===== src/rtl/sfs_pkg.sv =====
package sfs_pkg;

    typedef enum logic [2:0] {
        PH0 = 3'd0, PH1 = 3'd1, PH2 = 3'd2, PH3 = 3'd3,
        PH4 = 3'd4, PH5 = 3'd5, PH6 = 3'd6, PH7 = 3'd7
    } seq_phase_e;

    typedef struct packed {
        logic len;
        logic swp;
        logic env;
    } seq_strobes_t;

endpackage


===== src/rtl/sfs_divider.sv =====
module sfs_divider #(
    parameter int DIV_W          = 16,
    parameter int DEFAULT_PERIOD = 8192
) (
    input  logic             clk,
    input  logic             clr,
    input  logic             run,
    input  logic [DIV_W-1:0] period_ovr,
    output logic             tick
);
    localparam logic [DIV_W-1:0] DEF_P = DIV_W'(DEFAULT_PERIOD);

    logic [DIV_W-1:0] cnt;
    logic [DIV_W-1:0] limit;
    logic [DIV_W-1:0] last_cnt;

    always_comb begin
        limit    = (period_ovr == '0) ? DEF_P : period_ovr;
        last_cnt = limit - 1'b1;
        tick     = run && !clr && (cnt >= last_cnt);
    end

    always_ff @(posedge clk) begin
        if (clr || !run) begin
            cnt <= '0;
        end else if (tick) begin
            cnt <= '0;
        end else begin
            cnt <= cnt + 1'b1;
        end
    end


    cnt_restart_chk: assert property (@(posedge clk) disable iff (clr)
        (run && tick) |=> (cnt == '0));

endmodule


===== src/rtl/sfs_phase_fsm.sv =====
module sfs_phase_fsm
    import sfs_pkg::*;
(
    input  logic       clk,
    input  logic       clr,
    input  logic       adv,
    output logic [2:0] phase
);
    seq_phase_e state, state_nx;

    always_comb begin
        state_nx = state;
        if (clr) begin
            state_nx = PH0;
        end else if (adv) begin
            unique case (state)
                PH0: state_nx = PH1;
                PH1: state_nx = PH2;
                PH2: state_nx = PH3;
                PH3: state_nx = PH4;
                PH4: state_nx = PH5;
                PH5: state_nx = PH6;
                PH6: state_nx = PH7;
                PH7: state_nx = PH0;
                default: state_nx = PH0;
            endcase
        end
    end

    always_ff @(posedge clk) begin
        state <= state_nx;
    end

    always_comb begin
        phase = 3'(state);
    end


    phase_step_chk: assert property (@(posedge clk) disable iff (clr)
        (adv && !clr) |=> (phase == 3'($past(phase) + 3'd1)));

endmodule


===== src/rtl/sfs_strobe_dec.sv =====
module sfs_strobe_dec
    import sfs_pkg::*;
(
    input  logic         clk,
    input  logic         rst,
    input  logic         tick,
    input  logic [2:0]   phase,
    output seq_strobes_t stb
);
    seq_strobes_t sel;

    always_comb begin
        sel = '0;
        unique case (seq_phase_e'(phase))
            PH0, PH4: sel.len = 1'b1;
            PH2, PH6: begin
                sel.len = 1'b1;
                sel.swp = 1'b1;
            end
            PH7:      sel.env = 1'b1;
            default:  sel = '0;
        endcase
        stb = tick ? sel : '0;
    end


    swp_with_len_chk: assert property (@(posedge clk) disable iff (rst)
        stb.swp |-> stb.len);


    env_alone_chk: assert property (@(posedge clk) disable iff (rst)
        stb.env |-> !stb.len);

endmodule


===== src/rtl/sound_frame_seq.sv =====
module sound_frame_seq
    import sfs_pkg::*;
#(
    parameter int DIV_W          = 16,
    parameter int DEFAULT_PERIOD = 8192
) (
    input  logic             clk,
    input  logic             rst,
    input  logic             pwr_en,
    input  logic [DIV_W-1:0] period_ovr,
    output logic             len_stb,
    output logic             swp_stb,
    output logic             env_stb,
    output logic [2:0]       phase
);
    logic         pwr_q;
    logic         pwr_edge;
    logic         clr;
    logic         run;
    logic         tick;
    seq_strobes_t stb;

    always_ff @(posedge clk) begin
        if (rst) pwr_q <= 1'b0;
        else     pwr_q <= pwr_en;
    end

    always_comb begin
        pwr_edge = pwr_en ^ pwr_q;
        clr      = rst || pwr_edge || !pwr_en;
        run      = pwr_en && pwr_q;
    end

    sfs_divider #(
        .DIV_W          (DIV_W),
        .DEFAULT_PERIOD (DEFAULT_PERIOD)
    ) u_div (
        .clk        (clk),
        .clr        (clr),
        .run        (run),
        .period_ovr (period_ovr),
        .tick       (tick)
    );

    sfs_phase_fsm u_fsm (
        .clk   (clk),
        .clr   (clr),
        .adv   (tick),
        .phase (phase)
    );

    sfs_strobe_dec u_dec (
        .clk   (clk),
        .rst   (rst),
        .tick  (tick),
        .phase (phase),
        .stb   (stb)
    );

    always_comb begin
        len_stb = stb.len;
        swp_stb = stb.swp;
        env_stb = stb.env;
    end


    pwr_edge_clear_chk: assert property (@(posedge clk) disable iff (rst)
        (pwr_en != pwr_q) |=> (phase == 3'd0));


    pwr_off_idle_chk: assert property (@(posedge clk) disable iff (rst)
        !pwr_en |-> !(len_stb || swp_stb || env_stb));


    len_single_chk: assert property (@(posedge clk) disable iff (rst)
        len_stb |=> !len_stb);


    env_single_chk: assert property (@(posedge clk) disable iff (rst)
        env_stb |=> !env_stb);

endmodule


===== config.mk =====
export PLATFORM = sky130hd
export DESIGN_NAME = sound_frame_seq
export DESIGN_NICKNAME = d
export VERILOG_FILES = /design/src/rtl/sfs_pkg.sv /design/src/rtl/sfs_divider.sv /design/src/rtl/sfs_phase_fsm.sv /design/src/rtl/sfs_strobe_dec.sv /design/src/rtl/sound_frame_seq.sv
export SDC_FILE = /design/constraint.sdc
export NUM_CORES = 1
export LEC_CHECK = 0
export BUFFER_PORTS_ARGS = -buffer_cell sky130_fd_sc_hd__buf_2
export CAP_MARGIN = 20
export CORE_ASPECT_RATIO = 0.9
export CORE_UTILIZATION = 30
export CTS_BUF_LIST = sky130_fd_sc_hd__clkbuf_16
export CTS_CLUSTER_DIAMETER = 60
export DETAILED_ROUTE_END_ITERATION = 7
export PLACE_DENSITY = 0.47
export SYNTH_ARGS = -nofsm -noshare
export SYNTH_HDL_FRONTEND = slang
export SYNTH_SLANG_ARGS = --single-unit

===== constraint.sdc =====
create_clock -name clk -period 5.7 [get_ports clk]
set_clock_uncertainty 0.2 [all_clocks]
set_input_delay 0.57 -clock clk [delete_from_list [all_inputs] [get_ports clk]]
set_output_delay 0.57 -clock clk [all_outputs]
set_load 0.01 [all_outputs]

# Word level (Yosys, flattened, before mapping)
# Memories as Yosys holds them, arrays and structs flattened. A register that Yosys moved wholly into a read port is not among the register bits.
# Cells that the tools add are included.
[totals]
mem_count = 1
register_bits = 17
rom_bits = 24
inputBits = 19
elab_cells = 30
out_inout_bits = 6
[memory_table]
columns = ["memory", "words", "width", "rd", "rd_ports_with_merged_regs", "wr", "line", "rtl"]
rows = [
  ["(name not given)", 8, 3, 1, 1, 0, "sfs_phase_fsm.sv:16", "unique case (state)"],
]
[classes]
n_eq_ne = 4
bitwise = 1
magnitude_cmp = 1
mux = 5
reduce_logical = 14
addsub = 2
[op_table]
columns = ["cell", "n"]
rows = [
  ["$add A16 B1 Y16 const B", 1],
  ["$ge A16 B16 Y1", 1],
  ["$logic_not A16 Y1", 1],
  ["$mux W16", 1],
  ["$sub A16 B1 Y16 const B", 1],
  ["$eq A3 B3 Y1 const B", 3],
  ["$reduce_or A2 Y1", 2],
  ["$reduce_or A4 Y1", 1],
  ["$eq A3 B2 Y1 const B", 1],
  ["$logic_and A1 B1 Y1", 3],
  ["$logic_not A1 Y1", 3],
  ["$logic_not A3 Y1", 1],
  ["$logic_or A1 B1 Y1", 3],
  ["$mux W1", 3],
  ["$mux W3", 1],
  ["$xor A1 B1 Y1", 1],
]

# Logic depth before layout (Yosys ltp)
[logic_depth]
depth_word = 7
ltp_mapped = 13

# Modules after synthesis
# A second synthesis with hierarchy kept.
[hier_totals]
cells_unflattened = 186
hier_area_um2 = 1545.2
[by_module_without_submodules]
columns = ["module", "instances", "seq_area_each_um2", "cells_per_inst", "area_each_um2"]
rows = [
  ["sfs_divider", 1, 320.3, 167, 1333.8],
  ["sfs_phase_fsm", 1, 60.1, 12, 133.9],
  ["sound_frame_seq", 1, 20.0, 4, 50.0],
  ["sfs_strobe_dec", 1, 0.0, 3, 27.5],
]

# Worst setup path before layout
# No wires, ideal clock.
[synth_timing]
path_type = "input -> output"
from = "input port period_ovr[5]"
to = "output port len_stb"
path_stages = 11
t_arrival_ns = 3.684
path_slack_ns = 1.246
path_cell_list = "or4_4 nor4b_4 a31oi_2 o31a_1 a31oi_1 ha_1 nand4_1 or4_1 o32a_1 a21oi_1 nor2b_1"
[synth_between]
elab_chain_len = 6
[synth_rtl]
columns = ["element", "line", "rtl"]
rows = [
  ["start: declaration", "sound_frame_seq.sv:10", "input logic [DIV_W-1:0] period_ovr,"],
  ["$logic_not A16 Y1", "sfs_divider.sv:18", "limit = (period_ovr == '0) ? DEF_P : period_ovr;"],
  ["$mux W16 *", "sfs_divider.sv:18", ""],
  ["$sub A16 B1 Y16 *", "sfs_divider.sv:19", "last_cnt = limit - 1'b1;"],
  ["$ge A16 B16 Y1 *", "sfs_divider.sv:20", "tick = run && !clr && (cnt >= last_cnt);"],
  ["$logic_and A1 B1 Y1 *", "sfs_divider.sv:20", ""],
  ["$mux W3 *", "sfs_strobe_dec.sv:23", "stb = tick ? sel : '0;"],
  ["end: declaration", "sound_frame_seq.sv:11", "output logic len_stb,"],
]
# Every way passes the cells marked *; elsewhere a longest branch is shown, timed or not.

# Worst setup path after layout
[layout_timing]
from = "input port period_ovr[5]"
to = "output port env_stb"
[layout_between]
elab_chain_len = 6
[layout_rtl]
columns = ["element", "line", "rtl"]
rows = [
  ["$logic_not A16 Y1", "sfs_divider.sv:18", ""],
  ["$mux W16 *", "sfs_divider.sv:18", ""],
  ["$sub A16 B1 Y16 *", "sfs_divider.sv:19", ""],
  ["$ge A16 B16 Y1 *", "sfs_divider.sv:20", ""],
  ["$logic_and A1 B1 Y1 *", "sfs_divider.sv:20", ""],
  ["$mux W3 *", "sfs_strobe_dec.sv:23", ""],
  ["end: declaration", "sound_frame_seq.sv:13", "output logic env_stb,"],
]
# Marked as above.

==> results.ini <==
[final_layout]
drive_gt1_share_pct=15.3
final_common_cell=nor2_1
antenna_cells=0
final_cell_mix=27 x nor2_1, 24 x buf_2, 23 x ha_1, 21 x nand2_1, 20 x dfxtp_1
syn_to_final_growth_pct=17.6
nets=258

[job]
drv_cap=0

[floorplanning]
die_w_um=78.1
die_area_mm2=0.00551
start_util_pct=31.8
die_h_um=70.5
rows=24
placeableCoreArea_mm2=0.00492
ios=25

[drt]
vias_per_cell=4.75
drc_errors=0
drtPass1Iterations=4
routed_wl_um=3360
via_count=1331
wl_per_cell_um=12.0
drt_iter0_markers=43
ant_nets=0

[critical_path]
startpoint_type=primary input
cpMaxStageDelayCell=or4_4
crit_path_max_incr_delay_ns=0.55
crit_type=in2out
cp_cell_sequence=buf_2 -> or4_4 -> nor4b_4 -> a31oi_2 -> o31a_1 -> a31oi_1 -> ha_1 -> nand4_1 -> or4_1 -> o32a_1 -> a21oi_1 -> and3_1 -> buf_2
required_ns=4.93
end_kind=primary output
crit_buf_inv=2
cp_top_family=simple AND/OR/NAND/NOR gates
critPathMaxFanout=7
cp_common_cell=buf_2
arrival_ns=4.15

[power]
powerDensity_mw_per_mm2=174
p_sw_uw=71.0
ir_worst_vdd_mv=0.0815
leakage_nw=0.715
power.total_uw=320
power.share.clock_pct=45.5
power_frac_comb_pct=10.6
internal_power_uw=249
switching_share_pct=22.2
pwr-share-seq_pct=43.9

[synthesis]
yosys_most_used_dff=dfxtp_1
synth-seq-cells=20
netlist-cell-type-count=36
netlist_instances=188
synth_edf_count=0
synthTopCellsByArea=dfxtp_1 26%, ha_1 18%, xnor2_1 6.7%
syn_nets=230
postSynth.asyncResetShare_pct=0
seq_area_frac_synth_pct=25.6
synth_warnings=0
syn-cell-area_mm2=0.00157
synth_top_area_share_pct=25.6
yosysTopAreaCell=dfxtp_1
avgSynthCellArea_um2=8.33

[grt]
grt_pass1_vias=1167
grt_max_degree=17
antenna_found_initial=0
overflow=0
grt_usage_pct=13.0
grt_pass1_wl_um=5570

[place]
routabilityCongestion=0.726
hpwl_um=2650
place_ws_ns=0.781
io_buffers=24

[clock_tree]
cts.sinks=20
htree_levels=1
clkTransAtPathRegs_ns=0.06
postCtsSetupBuffers=0
post_cts_resized=0
root_buffer=clkbuf_16
clk_path_buf_depth=2
insertion_delay_ns=0.25
cts-hold-fix-buffers=0
cts_tree=yes
cts_buffers=3

[hold_path]
hp-class=reg2reg

[status]
outcome=complete, no violations

[timing]
hold_violations=0
fmax_mhz=203
worstMarginPinSlew_ns=0.683
setup_viol=0
slew_headroom_pct=54.3
rsz0062_at_grt=no
fin_crit_sh_pct=86.4
slew_viol_final=0
period_needed_ns=4.92
fin_ws_ns=0.777
finalSetupTns_ns=0

-- power by group through the flow --
stage	Clock [mW]	Combinational (mW)	Sequential [mW]
after global placement	0	0.0339	0.144
after detailed placement	0	0.0337	0.144
after global routing	0.158	0.0384	0.140
final	0.146	0.0339	0.140
after floorplan	0	0.0182	0.143
after CTS	0.149	0.0341	0.140
-- routing by layer --
metal  vias up  wire length, µm  track usage (%)
li1        721                -                -
met1       569             1850             18.7
met2        36             1270             18.3
met3         5              184             2.75
met4         0               61             6.17
met5         -                0                0
-- cells in the mapped netlist, types with 2 or more instances --
library cell and count:
or4_1 4, xnor2_1 12, inv_1 8, a31oi_1 2, and3b_1 2, o21ai_0 2
o21a_1 2, a21boi_0 2, nand2_1 21, nor4_2 2, and3_1 4, nor3_1 4
nand3_1 5, xor2_1 11, nor2b_1 3, dfxtp_1 20, ha_1 23, nor2_1 27
a21oi_1 11, mux2i_1 2, nand4_1 6
-- worst reg2reg max path: stages, from the launching register on --
cell	delay [ns]
dfxtp_1	0.38
inv_1	0.07
ha_1	0.28
nand2b_1	0.14
a2111oi_0	0.53
o32a_1	0.32
nand4_1	0.57
nor2_1	0.26
-- flip-flops by register name (all words and copies together), names as in the netlist --
signal and count:
u_fsm.phase 3, u_div.cnt 16, pwr_q 1
-- per-stage QoR --
| step | instance area [µm²] | utilization (%) | hold slack, ns | instances |
|---|---|---|---|---|
| after floorplan | 1570 | - | 0.230 | 188 |
| after global placement | 1760 | 35.8 | 0.252 | 276 |
| after detailed placement | 1760 | 35.8 | 0.254 | 276 |
| after CTS | 1840 | 37.4 | 0.268 | 280 |
| after global routing | 1840 | 37.4 | 0.279 | 280 |
| final | 1840 | 37.4 | 0.267 | 280 |
-- cells by family after synthesis --
kind of cell | after synthesis | synth area share (%)
compound gates | 27 | 11.5
mux | 2 | 1.28
simple gates | 84 | 28.1
fa+ha+maj | 23 | 18.4
buf+inv | 9 | 2.24
flops | 20 | 25.6
xor+xnor | 23 | 12.9
-- cell type report --
class                           count  area (µm²)
Clock inverter                      1        3.75
Inverter                            8        30.0
Timing Repair Buffer               24         120
Tap cell                           65        81.3
Multi-Input combinational cell    159        1130
Fill cell                         520        3080
Sequential cell                    20         400
Clock buffer                        3        75.1
-- final timing paths --
| check | start | endpoint | slack (ns) | cells after the start |
|---|---|---|---|---|
| min reg2reg | u_div.cnt[0] | u_div.cnt[0] | 0.27 | 1 |
| max reg2reg | u_div.cnt[0] | u_div.cnt[11] | 2.89 | 7 |
| max | period_ovr[5] | env_stb | 0.78 | 13 |
| min | u_div.cnt[0] | u_div.cnt[0] | 0.27 | 1 |
Power figures use the tool's default switching activity.
